File: config.mk
export PLATFORM = sky130hd
export DESIGN_NAME = intc_regblock
export DESIGN_NICKNAME = d
export VERILOG_FILES = /design/src/rtl/intc_pkg.sv /design/src/rtl/intc_ctrl.sv /design/src/rtl/intc_datapath.sv /design/src/rtl/intc_regblock.sv
export SDC_FILE = /design/constraint.sdc
export NUM_CORES = 1
export LEC_CHECK = 0
export ABC_AREA = 1
export BUFFER_PORTS_ARGS = -buffer_cell sky130_fd_sc_hd__buf_2
export CAP_MARGIN = 0
export CORE_MARGIN = 5
export CORE_UTILIZATION = 45
export CTS_BUF_LIST = sky130_fd_sc_hd__clkbuf_16
export CTS_CLUSTER_DIAMETER = 200
export CTS_CLUSTER_SIZE = 16
export DETAILED_ROUTE_END_ITERATION = 16
export HOLD_SLACK_MARGIN = 0.15
export PLACE_DENSITY = 0.67
export SETUP_SLACK_MARGIN = 0.05
export SYNTH_ARGS = -nofsm -noshare
export SYNTH_HDL_FRONTEND = slang
export SYNTH_SLANG_ARGS = --single-unit
File: constraint.sdc
create_clock -name clk -period 12.75 [get_ports clk]
set_input_delay 0 -clock clk [delete_from_list [all_inputs] [get_ports clk]]
set_output_delay 0 -clock clk [all_outputs]
set_load 0.01 [all_outputs]
File: src/rtl/intc_pkg.sv
package intc_pkg;
  localparam int NUM_LINES  = 32;
  localparam int LINE_W     = $clog2(NUM_LINES);
  localparam int DATA_W     = 32;
  localparam int ADDR_W     = 12;
  localparam int LANES      = 4;                    // priority bytes per word
  localparam int LANE_W     = DATA_W / LANES;
  localparam int LANE_IDX_W = $clog2(LANES);
  localparam int PRIO_BITS  = 2;                    // implemented bits at top of each byte
  localparam int PRIO_WORDS = NUM_LINES / LANES;
  localparam int PWORD_W    = $clog2(PRIO_WORDS);

  typedef enum logic [1:0] {
    RD_NONE,
    RD_ENABLE,
    RD_PENDING,
    RD_PRIORITY
  } rdSel_e;

  typedef struct packed {
    logic               setEn;
    logic               clrEn;
    logic               setPend;
    logic               clrPend;
    logic               prioWr;
    logic [PWORD_W-1:0] prioWord;
    rdSel_e             rdSel;
  } ctrlStrobe_t;
endpackage

File: src/rtl/intc_ctrl.sv
module intc_ctrl
  import intc_pkg::*;
#(
  parameter int AW = ADDR_W
) (
  input  logic          busValid,
  input  logic          busWrite,
  input  logic [AW-1:0] busAddr,
  output ctrlStrobe_t   strobe
);
  localparam logic [AW-1:0] SET_EN_OFS   = AW'('h000);
  localparam logic [AW-1:0] CLR_EN_OFS   = AW'('h080);
  localparam logic [AW-1:0] SET_PEND_OFS = AW'('h100);
  localparam logic [AW-1:0] CLR_PEND_OFS = AW'('h180);
  localparam logic [AW-1:0] PRIO_OFS     = AW'('h300);
  localparam int            PRIO_LSB     = 2 + PWORD_W;

  logic wrNow;
  logic prioHit;

  assign wrNow   = busValid && busWrite;
  assign prioHit = (busAddr[AW-1:PRIO_LSB] == PRIO_OFS[AW-1:PRIO_LSB]) &&
                   (busAddr[1:0] == 2'b00);

  always_comb begin
    strobe          = '0;
    strobe.rdSel    = RD_NONE;
    strobe.prioWord = busAddr[PRIO_LSB-1:2];
    if (busAddr == SET_EN_OFS) begin
      strobe.setEn = wrNow;
      strobe.rdSel = RD_ENABLE;
    end else if (busAddr == CLR_EN_OFS) begin
      strobe.clrEn = wrNow;
      strobe.rdSel = RD_ENABLE;
    end else if (busAddr == SET_PEND_OFS) begin
      strobe.setPend = wrNow;
      strobe.rdSel   = RD_PENDING;
    end else if (busAddr == CLR_PEND_OFS) begin
      strobe.clrPend = wrNow;
      strobe.rdSel   = RD_PENDING;
    end else if (prioHit) begin
      strobe.prioWr = wrNow;
      strobe.rdSel  = RD_PRIORITY;
    end
  end
endmodule

File: src/rtl/intc_datapath.sv
module intc_datapath
  import intc_pkg::*;
#(
  parameter int NL = NUM_LINES,
  parameter int DW = DATA_W
) (
  input  logic              clk,
  input  logic              rstN,
  input  ctrlStrobe_t       strobe,
  input  logic [DW-1:0]     wdata,
  input  logic [NL-1:0]     irqIn,
  input  logic              irqAck,
  output logic [DW-1:0]     rdata,
  output logic              irqValid,
  output logic [LINE_W-1:0] irqId,
  output logic [NL-1:0]     enOut,
  output logic [NL-1:0]     pendOut
);
  logic [NL-1:0]                enQ;
  logic [NL-1:0]                pendQ;
  logic [NL-1:0]                prevQ;
  logic [NL-1:0][PRIO_BITS-1:0] prioQ;

  logic [NL-1:0] riseVec;
  logic [NL-1:0] setEnMask, clrEnMask;
  logic [NL-1:0] setPendMask, clrPendMask, ackMask;
  logic [NL-1:0] candidates;

  assign riseVec     = irqIn & ~prevQ;
  assign setEnMask   = strobe.setEn   ? wdata[NL-1:0] : '0;
  assign clrEnMask   = strobe.clrEn   ? wdata[NL-1:0] : '0;
  assign setPendMask = strobe.setPend ? wdata[NL-1:0] : '0;
  assign clrPendMask = strobe.clrPend ? wdata[NL-1:0] : '0;
  assign ackMask     = (irqAck && irqValid) ? (NL'(1) << irqId) : '0;

  // state registers: set causes are ORed in after clear causes
  always_ff @(posedge clk or negedge rstN) begin
    if (!rstN) begin
      enQ   <= '0;
      pendQ <= '0;
      prevQ <= '0;
    end else begin
      enQ   <= (enQ & ~clrEnMask) | setEnMask;
      pendQ <= (pendQ & ~(clrPendMask | ackMask)) | riseVec | setPendMask;
      prevQ <= irqIn;
    end
  end

  always_ff @(posedge clk or negedge rstN) begin
    if (!rstN) begin
      prioQ <= '0;
    end else if (strobe.prioWr) begin
      for (int i = 0; i < NL; i++) begin
        if (strobe.prioWord == PWORD_W'(i / LANES))
          prioQ[i] <= wdata[(i % LANES)*LANE_W + LANE_W - 1 -: PRIO_BITS];
      end
    end
  end

  // arbiter: smallest value wins, strict compare keeps lowest index on ties
  assign candidates = enQ & pendQ;

  always_comb begin
    logic                 found;
    logic [LINE_W-1:0]    bestId;
    logic [PRIO_BITS-1:0] bestPrio;
    found    = 1'b0;
    bestId   = '0;
    bestPrio = '1;
    for (int i = 0; i < NL; i++) begin
      if (candidates[i] && (!found || (prioQ[i] < bestPrio))) begin
        found    = 1'b1;
        bestId   = LINE_W'(i);
        bestPrio = prioQ[i];
      end
    end
    irqValid = found;
    irqId    = bestId;
  end

  // read mux
  always_comb begin
    logic [DW-1:0]     prioWord;
    logic [LINE_W-1:0] lineIdx;
    prioWord = '0;
    for (int j = 0; j < LANES; j++) begin
      lineIdx = {strobe.prioWord, LANE_IDX_W'(j)};
      prioWord[j*LANE_W + LANE_W - 1 -: PRIO_BITS] = prioQ[lineIdx];
    end
    case (strobe.rdSel)
      RD_ENABLE:   rdata = DW'(enQ);
      RD_PENDING:  rdata = DW'(pendQ);
      RD_PRIORITY: rdata = prioWord;
      default:     rdata = '0;
    endcase
  end

  assign enOut   = enQ;
  assign pendOut = pendQ;
endmodule

File: src/rtl/intc_regblock.sv
module intc_regblock
  import intc_pkg::*;
(
  input  logic              clk,
  input  logic              rstN,
  input  logic              busValid,
  input  logic              busWrite,
  input  logic [ADDR_W-1:0] busAddr,
  input  logic [DATA_W-1:0] busWdata,
  output logic [DATA_W-1:0] busRdata,
  input  logic [NUM_LINES-1:0] irqIn,
  input  logic              irqAck,
  output logic              irqValid,
  output logic [LINE_W-1:0] irqId
);
  ctrlStrobe_t           strobe;
  logic [NUM_LINES-1:0]  enState;
  logic [NUM_LINES-1:0]  pendState;

  intc_ctrl #(.AW(ADDR_W)) ctrlInst (
    .busValid (busValid),
    .busWrite (busWrite),
    .busAddr  (busAddr),
    .strobe   (strobe)
  );

  intc_datapath #(.NL(NUM_LINES), .DW(DATA_W)) dpInst (
    .clk      (clk),
    .rstN     (rstN),
    .strobe   (strobe),
    .wdata    (busWdata),
    .irqIn    (irqIn),
    .irqAck   (irqAck),
    .rdata    (busRdata),
    .irqValid (irqValid),
    .irqId    (irqId),
    .enOut    (enState),
    .pendOut  (pendState)
  );
endmodule

* Word level (Yosys, flattened, before mapping)
Index checks and enable logic that the tools add are counted.
** Storage, ports and cells
- Logic and storage cells :: 325
- Bits of input ports :: 81
- Output and inout bits :: 38
- Bits in writable memories :: 0
- Flip-flop bits (word level) :: 160
- Memories kept :: 0
- Latch bits :: 0
- ROM bits :: 0
** Cells by class
- Bitwise gates (word level) :: 11
- Multiplexer cells :: 122
- Eq/ne operators :: 14
- $mul :: 0
- Magnitude comparators :: 35
- Reductions and logical operators :: 107
- Divide/modulo/power cells :: 0
- Add/sub/neg operators :: 0
- Shift operators :: 1
** Operator list (count)
- $mux 32 :: 5
- $and 32x32->32 :: 4
- $or 32x32->32 :: 4
- $not 32->32 :: 3
- $pmux 32 s3 :: 1
- $mux 2 :: 43
- $mux 5 :: 16
- $lt 2x2->1 :: 31
- $mux 1 :: 39
- $mux 4 :: 9
- $logic_and 1x1->1 :: 34
- $shl 1x5->32 const A :: 1
- $logic_not 1->1 :: 31
- $logic_or 1x1->1 :: 31
- $bmux 2 s3 :: 4
- $eq 12x9->1 const B :: 2
- $lt 5x6->1 const B :: 4
- $reduce_and 2->1 :: 8
- $mux 3 :: 5
- $eq 12x8->1 const B :: 1
- $eq 3x3->1 const B :: 4
- $logic_not 12->1 :: 1
- $eq 7x5->1 const B :: 1
- $eq 3x2->1 const B :: 2
- other kinds (5) :: 6

* Longest topological paths before layout
Gate-level depths: netlist of run 1.
- Word-level depth :: 133
- Gate-level depth with buffers :: 191
- Depth with buffers taken out :: 191

* Hierarchy
From an unflattened synthesis of run 1, not the netlist that was laid out.
** Second synthesis, totals
- Cell total of the unflattened synthesis :: 1574
- Area, all modules :: 10443.8 µm²
** Modules (own cells, without submodules)
- intc_datapath :: sequential area each 4003.8 µm², cells an instance 1531, instances 1, area each 10193.5 µm²
- intc_ctrl :: sequential area each 0.0 µm², cells an instance 43, instances 1, area each 250.2 µm²

* Least setup slack after synthesis of run 1
Ideal clock, no wire load.
- Path type :: register -> register
- Start point :: register dpInst.enQ[0] (netlist: dpInst.enOut[0])
- End point :: register dpInst.pendQ[24] (netlist: dpInst.pendOut[24])
- Setup time :: 121 ps
- Cell stages (with the launch flop) :: 191
- Path slack :: -978 ps
- Period minus slack after synthesis :: 13728 ps
- Arrival :: 13607 ps
- Cell sequence :: dfrtp_1 -> nand2_2 -> inv_1 -> nand3_1 -> nand3_1 -> nand2_1 -> nand2_1 -> nand2_1 -> nand2_2 -> nand2_2 -> nand2_1 -> nand2_1 -> nor2_1 -> nand2_1 -> nand2_2 -> nand2_2 -> nand2_1 -> nand2_1 -> [... 155 more ...] -> ha_1 -> nand2_1 -> nand2_1 -> nand2_2 -> nand2_2 -> nand2_1 -> o21ai_0 -> ha_1 -> nand2_1 -> nand2_1 -> nand2_2 -> nand2_2 -> buf_6 -> a21oi_4 -> buf_6 -> nand3_1 -> nand2_1 -> nand2_1
** Between the ends
- Cells in the longest elaborated chain, start to end :: 133
** RTL lines
- start, declared :: line intc_datapath.sv:19 : logic [NL-1:0] enQ;
- start signal, assigned :: line intc_datapath.sv:43 : enQ <= (enQ & ~clrEnMask) | setEnMask;
- $and 32x32->32 (*) :: line intc_datapath.sv:61 : assign candidates = enQ & pendQ;
- $mux 2 or $mux 1 (tied branches) :: line intc_datapath.sv:71 : if (candidates[i] && (!found || (prioQ[i] < bestPrio))) begin
- $lt 2x2->1 or $logic_not 1->1 (tied branches) :: line intc_datapath.sv:71
- $logic_or 1x1->1 :: line intc_datapath.sv:71
- $logic_and 1x1->1 :: line intc_datapath.sv:71
- $mux 2 or $mux 1 (tied branches) :: line intc_datapath.sv:71
- $lt 2x2->1 or $logic_not 1->1 (tied branches) :: line intc_datapath.sv:71
- $logic_or 1x1->1 :: line intc_datapath.sv:71
- [... 116 more ...]
- $logic_and 1x1->1 :: line intc_datapath.sv:71
- $mux 5 or $mux 1 (tied branches) :: line intc_datapath.sv:71
- $shl 1x5->32 or $logic_and 1x1->1 (tied branches) :: line intc_datapath.sv:34 : assign ackMask = (irqAck && irqValid) ? (NL'(1) << irqId) : '0;
- $mux 32 (*) :: line intc_datapath.sv:34
- $or 32x32->32 (*) :: line intc_datapath.sv:44 : pendQ <= (pendQ & ~(clrPendMask | ackMask)) | riseVec | setPendMask;
- $not 32->32 (*) :: line intc_datapath.sv:44
- $and 32x32->32 (*) :: line intc_datapath.sv:44
- $or 32x32->32 (*) (2 in a row) :: line intc_datapath.sv:44
- end signal, assigned :: line intc_datapath.sv:44
- end, declared :: line intc_datapath.sv:20 : logic [NL-1:0] pendQ;
Every way passes the cells marked *; elsewhere a longest branch is shown, timed or not.
A chain may end at the register's enable or synchronous reset.

* Final worst setup path of run 1
- Start point :: register dpInst.enQ[0] (netlist: dpInst.enOut[0])
- End point :: register dpInst.pendQ[3] (netlist: dpInst.pendOut[3])
The elaborated chain is that of the path after synthesis.

==> results of run 1 <==
worst paths after layout:
kind	start	endpoint	slack, ns	depth (start not counted)
setup / recovery	dpInst.enOut[0]	dpInst.pendOut[3]	-3.34	186
min in group clk	irqIn[11]	dpInst.prevQ[11]	0.22	2
setup reg to reg	dpInst.enOut[0]	dpInst.pendOut[3]	-3.34	186
hold / removal	rstN	dpInst.pendOut[24]	0.21	2
hold reg to reg	dpInst.prioQ[62]	dpInst.prioQ[62]	0.52	2
max in group asynchronous	rstN	dpInst.prioQ[1]	11.00	3
Yosys cell counts (2+ instances only):
master	number	area (sq um)
nand2_1	428	1607
inv_1	296	1111
o21ai_0	184	920.9
dfrtp_1	160	4004
nand3_1	160	800.8
nor2_1	76	285.3
nand2_2	53	331.6
a21oi_1	44	220.2
a22oi_1	32	240.2
o22ai_1	32	200.2
clkbuf_1	25	93.84
o211ai_1	7	52.55
nand4_1	6	37.54
nor3_1	6	30.03
dlygate4sd3_1	4	40.04
nand3_2	4	40.04
nor2_2	4	25.02
nor4_1	4	25.02
buf_4	3	22.52
a211oi_1	2	15.01
a22o_1	2	17.52
buf_6	2	22.52
dlygate4sd1_1	2	17.52
ha_1	2	25.02
inv_2	2	7.510
nor2_4	2	22.52
placed cells by master (no fill, tap or decap), types with 44 or more instances in the layout:
cell	Yosys	final
nand2_2	53	120
nor2_1	76	56
a21oi_1	44	44
dlygate4sd3_1	4	66
nand2_1	428	335
inv_1	296	291
buf_2	0	114
o21ai_0	184	178
buf_4	3	254
dfrtp_1	160	159
nand3_1	160	117
timing repair:
action	4_1_cts	5_1_grt
endpoints found under the hold margin	213	0
endpoints found under the setup margin	37	37
buffers inserted	109	29
pin swaps	27	48
hold buffers	66	0
cloned	1	0
resized for setup	59	162
layout make-up:
type                       count  area share
multi-input combinational   1059      0.3784
inverter                     299     0.07386
sequential                   160      0.2624
timing repair buffer         456      0.2238
clock buffer                  17     0.02787
tap                          285     0.02336
clock inverter                15     0.01033
flip-flops by register name, summed over array words and instances (netlist names):
name / cells
dpInst.pendOut: 32
dpInst.enOut: 32
dpInst.prioQ: 64
dpInst.prevQ: 32
power by group through the flow:
| stage | logic [mW] | registers, mW | clock network [mW] |
|---|---|---|---|
| floorplan | 0.0463 | 0.525 | 0 |
| global placement | 0.101 | 0.525 | 0 |
| detailed placement | 0.102 | 0.526 | 0 |
| CTS | 0.126 | 0.516 | 0.523 |
| global route | 0.152 | 0.517 | 0.545 |
| finish | 0.140 | 0.516 | 0.522 |
critical path, delay by kind of cell, from the launching register on:
family | cells | cell delay (ns)
and+or+nand+nor | 169 | 13.40
AOI/OAI and AO/OA | 2 | 0.11
DFF | 1 | 0.39
adders and majority gates | 2 | 0.54
buffers and inverters | 13 | 1.51
per-layer routing:
metal,GRT usage,wire length [um],up-vias,share of wire
li1,-,-,5854,-
met1,0.3591,15360,5769,0.39
met2,0.4712,18920,644,0.48
met3,0.06532,3380,174,0.085
met4,0.1512,2113,4,0.053
met5,0,23,-,0.00058
stage by stage:
step	setup TNS [ns]	instances	setup slack, ns
after detailed placement	-76.53	2055	-2.230
after global routing	-173.73	2291	-4.802
final	-120.57	2291	-3.343
after CTS	-75.09	2263	-2.135
after floorplan	-16.66	1555	-0.5624
after global placement	-56.39	2055	-1.675
logic make-up after synthesis:
logic type	after synthesis	share of synthesized area
buffers and inverters	336	0.1280
AOI/OAI and AO/OA	309	0.1668
and+or+nand+nor	748	0.3152
adders and majority gates	2	0.002422
DFF	160	0.3875
==> results.yml, run 1 <==
timing:
  finalHoldViolCount: 0
  min_period_over_period: 1.262
  max_freq_mhz: 62.14
  max_slew.worst_pin.slew_ns: 0.9083
  worst_slack_ns: -3.343
  fin_skew_ns: 0.007335
  final_max_slew_viol_count: 0
  whs_ns: 0.2143
  post-route-min-period_ns: 16.09
  setup-violations-final: 37
  rsz0062_at_grt: "true"
  relSlewSlack: 0.3945
route:
  drt-initial-drc-count: 1046
  dr.pass1.iters: 6
  drc: 0
  dr_total_vias: 12450
  via_per_inst: 5.432
  wl_um: 39790
  route.antenna.remaining_nets: 0
  avgRoutedWirePerCell_um: 17.37
clocking:
  cts.clk_slew.worst_paths_ns: 0.07
  clock_latency_ns: 0.43
  cts-root-buf: "clkbuf_16"
  tritoncts: "done"
  cts.sinks: 160
  cts_max_path_buffers: 2
  htree_levels: 4
  cts_buffers: 17
power_and_ir_drop:
  internal_power_mw: 0.8650
  p_per_area_nw_per_um2: 77.17
  clkPwrFrac: 0.443
  power_frac_seq: 0.438
  switchingPower_mw: 0.3129
  p_leak_nw: 8.545
  combinationalPowerShare: 0.119
  finalPower_mw: 1.178
  ir_drop_mv: 0.09626
  switching_share: 0.2656
setup_path:
  critical_path_class: "flop to flop"
  slowest_delay_ns: 0.39
  required_ns: 13.08
  cp-start-kind: "flop"
  worstPathMaxFanout: 5
  critPathSlowestCell: "dfrtp_1"
  cp_common_cell: "nand2_2"
  end_kind: "flop"
  critPathArrivalTime_ns: 16.42
synth:
  syn_area_sq_um: 10330
  async_flop_share: 1.000
  ys.flop_type: "dfrtp_1"
  synth_seq_area_share: 0.3875
  syn_nets: 1638
  synth_edf_count: 0
  yosys_warnings: 0
  netlist_instances: 1555
  synth_cell_type_count: 39
  synth-seq-cells: 160
  syn_area_per_cell_sq_um: 6.644
floorplanning:
  die_w_um: 161.5
  die_h_um: 161.5
  coreArea_sq_um: 22640
  die_area_sq_um: 26090
  initial_core_util: 0.4563
  ioPinCount: 119
  row_count: 55
placed_design:
  portBuffers: 118
  hpwlAfterDp_um: 24490
  place_congestion: 0.9512
  placed_area_sq_um: 12150
run_status:
  outcome: "finished with violations"
  violations: "negative setup slack"
global_routing:
  antenna_found_initial: 2
  overflow: 0
  grt_util_all_layers: 0.2890
  grt_pass1_vias: 12060
  grt_max_degree: 93
  grt_pass1_wl_um: 60360
cells_and_area:
  fin_area_sq_um: 15260
  post-route-util: 0.6742
  multi_input_area_sq_um: 5776
  antennaDiodeCount: 0
  drive_gt1_frac: 0.3275
  area_growth_pct: 47.74
  seqCellArea_sq_um: 4005
  fillerInstances: 1762
  nNetsFinal: 2076
worst_hold_path:
  min_path_type: "primary input to asynchronous set/reset pin"
flow_run:
  drv_cap: 0
(Power assumes the default switching activity.)
==> run 2: changes to the inputs <==
--- a/config.mk
+++ b/config.mk
@@ -15,7 +15,6 @@
 export CTS_CLUSTER_SIZE = 16
 export DETAILED_ROUTE_END_ITERATION = 16
 export HOLD_SLACK_MARGIN = 0.15
-export PLACE_DENSITY = 0.67
 export SETUP_SLACK_MARGIN = 0.05
 export SYNTH_ARGS = -nofsm -noshare
 export SYNTH_HDL_FRONTEND = slang
==> constraint.sdc (replaced) <==
create_clock -name clk -period 17.5 [get_ports clk]
set_input_delay 0 -clock clk [delete_from_list [all_inputs] [get_ports clk]]
set_output_delay 0 -clock clk [all_outputs]
set_load 0.01 [all_outputs]
==> results.yml, run 2 (same netlist as run 1, synthesis figures left out) <==
floorplanning:
  die_w_um: 161.5
  die_h_um: 161.5
  die_area_sq_um: 26090
  initial_core_util: 0.4563
  row_count: 55
  coreArea_sq_um: 22640
  ioPinCount: 119
power_and_ir_drop:
  p_per_area_nw_per_um2: 62.59
  finalPower_mw: 0.8217
  p_leak_nw: 7.374
  ir_drop_mv: 0.07373
clocking:
  cts.sinks: 160
  htree_levels: 4
  cts.clk_slew.worst_paths_ns: 0.06
  cts_buffers: 17
  cts_max_path_buffers: 2
  cts-root-buf: "clkbuf_16"
  clock_latency_ns: 0.44
  tritoncts: "done"
timing:
  max_freq_mhz: 62.46
  max_slew.worst_pin.slew_ns: 1.110
  setup-violations-final: 0
  fin_skew_ns: 0.01541
  final_max_slew_viol_count: 0
  relSlewSlack: 0.2579
  post-route-min-period_ns: 16.01
  min_period_over_period: 0.9148
  finalHoldViolCount: 0
route:
  drt-initial-drc-count: 823
  dr_total_vias: 10730
  via_per_inst: 5.200
  wl_um: 33680
  avgRoutedWirePerCell_um: 16.32
  route.antenna.remaining_nets: 0
  dr.pass1.iters: 5
  drc: 0
placed_design:
  portBuffers: 118
  hpwlAfterDp_um: 23780
  dp_cells: 1929
  placed_area_sq_um: 11150
  place_congestion: 0.9125
global_routing:
  grt_util_all_layers: 0.2518
  overflow: 0
  antenna_found_initial: 0
  grt_pass1_wl_um: 52450
  grt_max_degree: 52
  grt_pass1_vias: 9894
setup_path:
  critPathSlowestCell: "dlygate4sd3_1"
  cp-start-kind: "flop"
  critPathArrivalTime_ns: 16.32
  required_ns: 17.81
  slowest_delay_ns: 0.56
  critical_path_class: "flop to flop"
  worstPathMaxFanout: 6
  end_kind: "flop"
  cp_common_cell: "nand2_2"
flow_run:
  drv_cap: 0
cells_and_area:
  antennaDiodeCount: 0
  fillerInstances: 2165
  fin_area_sq_um: 13130
  drive_gt1_frac: 0.2064
  area_growth_pct: 27.08
  nNetsFinal: 1848
  layout_commonest_cell: "nand2_1"
  largest_register_ffs: 64
  final_cell_mix: "nand2_1 (353), inv_1 (296), o21ai_0 (180)"
  largest_register: "dpInst.prioQ"
  layoutNonFillerInstCount: 2063
worst_hold_path:
  min_path_type: "primary input to flop"
run_status:
  outcome: "complete, no violations"
[run 2: cell types whose count changed in the layout (fill, tap and decap cells not counted), sizes merged]
cell and delta:
buf -231, bufinv -1, clkinv +2, dlygate4sd3 +2, inv -1, nand2 +1
[run 2: layout make-up]
type,instances,area [sq um],share of cell area
clock inverters,15,136.4,0.01039
multi-input cells,1060,5470,0.4167
clock buffers,17,425.4,0.03240
inverters,299,1125,0.08568
well taps,285,356.6,0.02716
repair buffers,227,1610,0.1227
flip-flops and latches,160,4005,0.3051
[run 2: what timing repair did]
| item | 4_1_cts | 5_1_grt |
|---|---|---|
| buffers inserted | 0 | 33 |
| gates resized for setup | 0 | 138 |
| hold buffers | 68 | 0 |
| hold endpoints to repair | 194 | 0 |
| setup endpoints to repair | 0 | 37 |
[run 2: path summary, 6_finish.rpt]
path                                  startpoint                 end  slack (ns)  cells after the start
worst max-delay path             dpInst.prioQ[1]  dpInst.pendOut[31]        1.49                    184
worst min-delay path                      irqAck  dpInst.pendOut[15]        0.15                      6
min in group asynchronous                   rstN    dpInst.enOut[10]        0.58                      3
max in group asynchronous                   rstN     dpInst.prevQ[7]       15.09                      4
worst min register to register  dpInst.prioQ[47]    dpInst.prioQ[47]        0.53                      2
worst max register to register   dpInst.prioQ[1]  dpInst.pendOut[31]        1.49                    184
[run 2: stage by stage]
stage | utilization | worst slack (ns) | setup TNS (ns) | hold WS, ns
6_report | 0.5799 | 1.491 | 0 | 0.1453
3_3_place_gp | 0.4926 | 1.404 | 0 | 0.04366
5_1_grt | 0.5799 | -0.3003 | -6.323 | 0.2111
3_5_place_dp | 0.4926 | 1.003 | 0 | 0.03614
2_1_floorplan | - | 3.772 | 0 | -0.2956
4_1_cts | 0.5475 | 0.9417 | 0 | 0.1731
[run 2: layer usage]
layer	track usage	routed length, um	vias to the layer above
li1	-	-	5388
met1	0.3620	15450	5014
met2	0.3997	15700	290
met3	0.03981	1998	36
met4	0.06243	528	0
met5	0	0	-
[run 2: power breakdown]
part           switching, mW  total, mW  leakage [nW]  internal, mW
clock                  0.165      0.363         0.273         0.198
sequential           0.00182      0.376          1.99         0.374
combinational         0.0501     0.0828          5.11        0.0327
total                  0.217      0.822          7.37         0.605
[run 2: critical path: cells and delay by family, from the launching register on]
kind / cells / cell delay [ns]
compound gates: 3 / 0.27
fa+ha+maj: 2 / 0.55
buf+inv: 5 / 1.02
flops: 1 / 0.46
simple gates: 174 / 13.51
==> run 3: changes to the inputs <==
--- a/config.mk
+++ b/config.mk
@@ -8,10 +8,11 @@
 export ABC_AREA = 1
 export BUFFER_PORTS_ARGS = -buffer_cell sky130_fd_sc_hd__buf_2
 export CAP_MARGIN = 0
+export CORE_ASPECT_RATIO = 0.9
 export CORE_MARGIN = 5
 export CORE_UTILIZATION = 45
 export CTS_BUF_LIST = sky130_fd_sc_hd__clkbuf_16
-export CTS_CLUSTER_DIAMETER = 200
+export CTS_CLUSTER_DIAMETER = 80
 export CTS_CLUSTER_SIZE = 16
 export DETAILED_ROUTE_END_ITERATION = 16
 export HOLD_SLACK_MARGIN = 0.15
==> results.yml, run 3 (same netlist as run 1, synthesis figures left out) <==
clocking:
  cts.clk_slew.worst_paths_ns: 0.08
  cts_buffers: 17
  cts_max_path_buffers: 2
  tritoncts: "done"
  clock_latency_ns: 0.44
  cts.sinks: 160
  htree_levels: 4
  cts-root-buf: "clkbuf_16"
timing:
  post-route-min-period_ns: 15.90
  finalHoldViolCount: 0
  max_freq_mhz: 62.89
  relSlewSlack: 0.3606
  final_max_slew_viol_count: 0
  worst_slack_ns: 1.599
  whs_ns: 0.2032
  setup-violations-final: 0
  fin_skew_ns: 0.01360
  max_slew.worst_pin.slew_ns: 0.9591
  min_period_over_period: 0.9086
floorplanning:
  ioPinCount: 119
  die_area_sq_um: 26090
  initial_core_util: 0.4576
  coreArea_sq_um: 22580
  die_w_um: 169.7
  die_h_um: 153.7
  row_count: 52
setup_path:
  critPathSlowestCell: "dlygate4sd3_1"
  slowest_delay_ns: 0.54
  end_kind: "flop"
  worstPathMaxFanout: 6
  critPathArrivalTime_ns: 16.22
  cp-start-kind: "flop"
  cp_common_cell: "nand2_2"
  required_ns: 17.82
  critical_path_class: "flop to flop"
cells_and_area:
  final_cell_mix: "nand2_1 (367), inv_1 (294), o21ai_0 (180)"
  nNetsFinal: 1847
  layoutNonFillerInstCount: 2074
  largest_register: "dpInst.prioQ"
  area_growth_pct: 26.81
  antennaDiodeCount: 0
  fillerInstances: 2192
  largest_register_ffs: 64
  layout_commonest_cell: "nand2_1"
  drive_gt1_frac: 0.1970
flow_run:
  drv_cap: 0
route:
  drc: 0
  route.antenna.remaining_nets: 0
  dr_total_vias: 10840
  drt-initial-drc-count: 902
  via_per_inst: 5.226
  wl_um: 34150
  avgRoutedWirePerCell_um: 16.46
  dr.pass1.iters: 6
power_and_ir_drop:
  ir_drop_mv: 0.06750
  p_leak_nw: 7.380
  p_per_area_nw_per_um2: 63.71
placed_design:
  dp_cells: 1940
  place_congestion: 0.9166
  hpwlAfterDp_um: 24250
  pre_cts_ws_ns: 0.9916
  portBuffers: 118
global_routing:
  grt_pass1_vias: 9855
  overflow: 0
  grt_util_all_layers: 0.2565
  grt_max_degree: 100
  grt_pass1_wl_um: 53090
  antenna_found_initial: 0
worst_hold_path:
  min_path_type: "primary input to flop"
run_status:
  outcome: "complete, no violations"
run 3: cell count changes in the layout (fill, tap and decap cells not counted), sizes merged:
| cell | delta |
|---|---|
| bufinv | -1 |
| clkinvlp | -1 |
| buf | +1 |
| inv | +2 |
| dlygate4sd3 | -2 |
run 3: worst max-delay path: cells and delay by family, from the launching register on:
family | cells | cell delay [ns]
DFF | 1 | 0.40
buffers and inverters | 4 | 0.87
adders and majority gates | 2 | 0.55
AOI/OAI and AO/OA | 3 | 0.27
and+or+nand+nor | 177 | 13.56
run 3: final cells by class:
cell class | instances | area [sq um] | share of cell area
clock buffers | 17 | 425.4 | 0.03247
clock inverters | 15 | 163.9 | 0.01251
inverters | 299 | 1125 | 0.08586
multi-input cells | 1060 | 5411 | 0.4130
flip-flops and latches | 160 | 4006 | 0.3058
well taps | 297 | 371.6 | 0.02836
repair buffers | 226 | 1598 | 0.1220
run 3: final timing paths:
check / from / cells after the start / slack, ns / to
worst max-delay path: dpInst.enOut[0] / 186 / 1.60 / dpInst.pendOut[31]
worst min-delay path: irqIn[29] / 2 / 0.20 / dpInst.prevQ[29]
worst max register to register: dpInst.enOut[0] / 186 / 1.60 / dpInst.pendOut[31]
worst min register to register: dpInst.prioQ[60] / 2 / 0.52 / dpInst.prioQ[60]
max in group asynchronous: rstN / 3 / 15.84 / dpInst.enOut[11]
min in group asynchronous: rstN / 2 / 0.26 / dpInst.prioQ[42]
run 3: what timing repair did:
action / 4_1_cts / 5_1_grt
setup endpoints to repair: 0 / 37
endpoints found under the hold margin: 244 / 0
hold buffers: 66 / 0
resized for setup: 0 / 119
setup buffers: 0 / 35
run 3: per-stage QoR:
| stage | cell area (sq um) | total power, mW | TNS (ns) | util |
|---|---|---|---|---|
| 6_report | 13100 | 0.8346 | 0 | 0.5803 |
| 5_1_grt | 13100 | 0.8653 | -5.974 | 0.5803 |
| 4_1_cts | 12410 | 0.8320 | 0 | 0.5497 |
| 3_5_place_dp | 11160 | 0.4492 | 0 | 0.4943 |
| 3_3_place_gp | 11160 | 0.4487 | 0 | 0.4943 |
| 2_1_floorplan | 10330 | 0.4160 | 0 | - |
run 3: where the power goes:
part | switching, mW | internal [mW] | total [mW]
sequential | 0.00186 | 0.374 | 0.376
clock | 0.185 | 0.192 | 0.377
combinational | 0.0500 | 0.0321 | 0.0821
total | 0.237 | 0.598 | 0.835
run 3: per-layer routing:
layer	wire length (um)	GRT usage
met1	15980	0.3916
met2	15250	0.3810
met3	2440	0.04750
met4	478	0.05059
met5	0	0
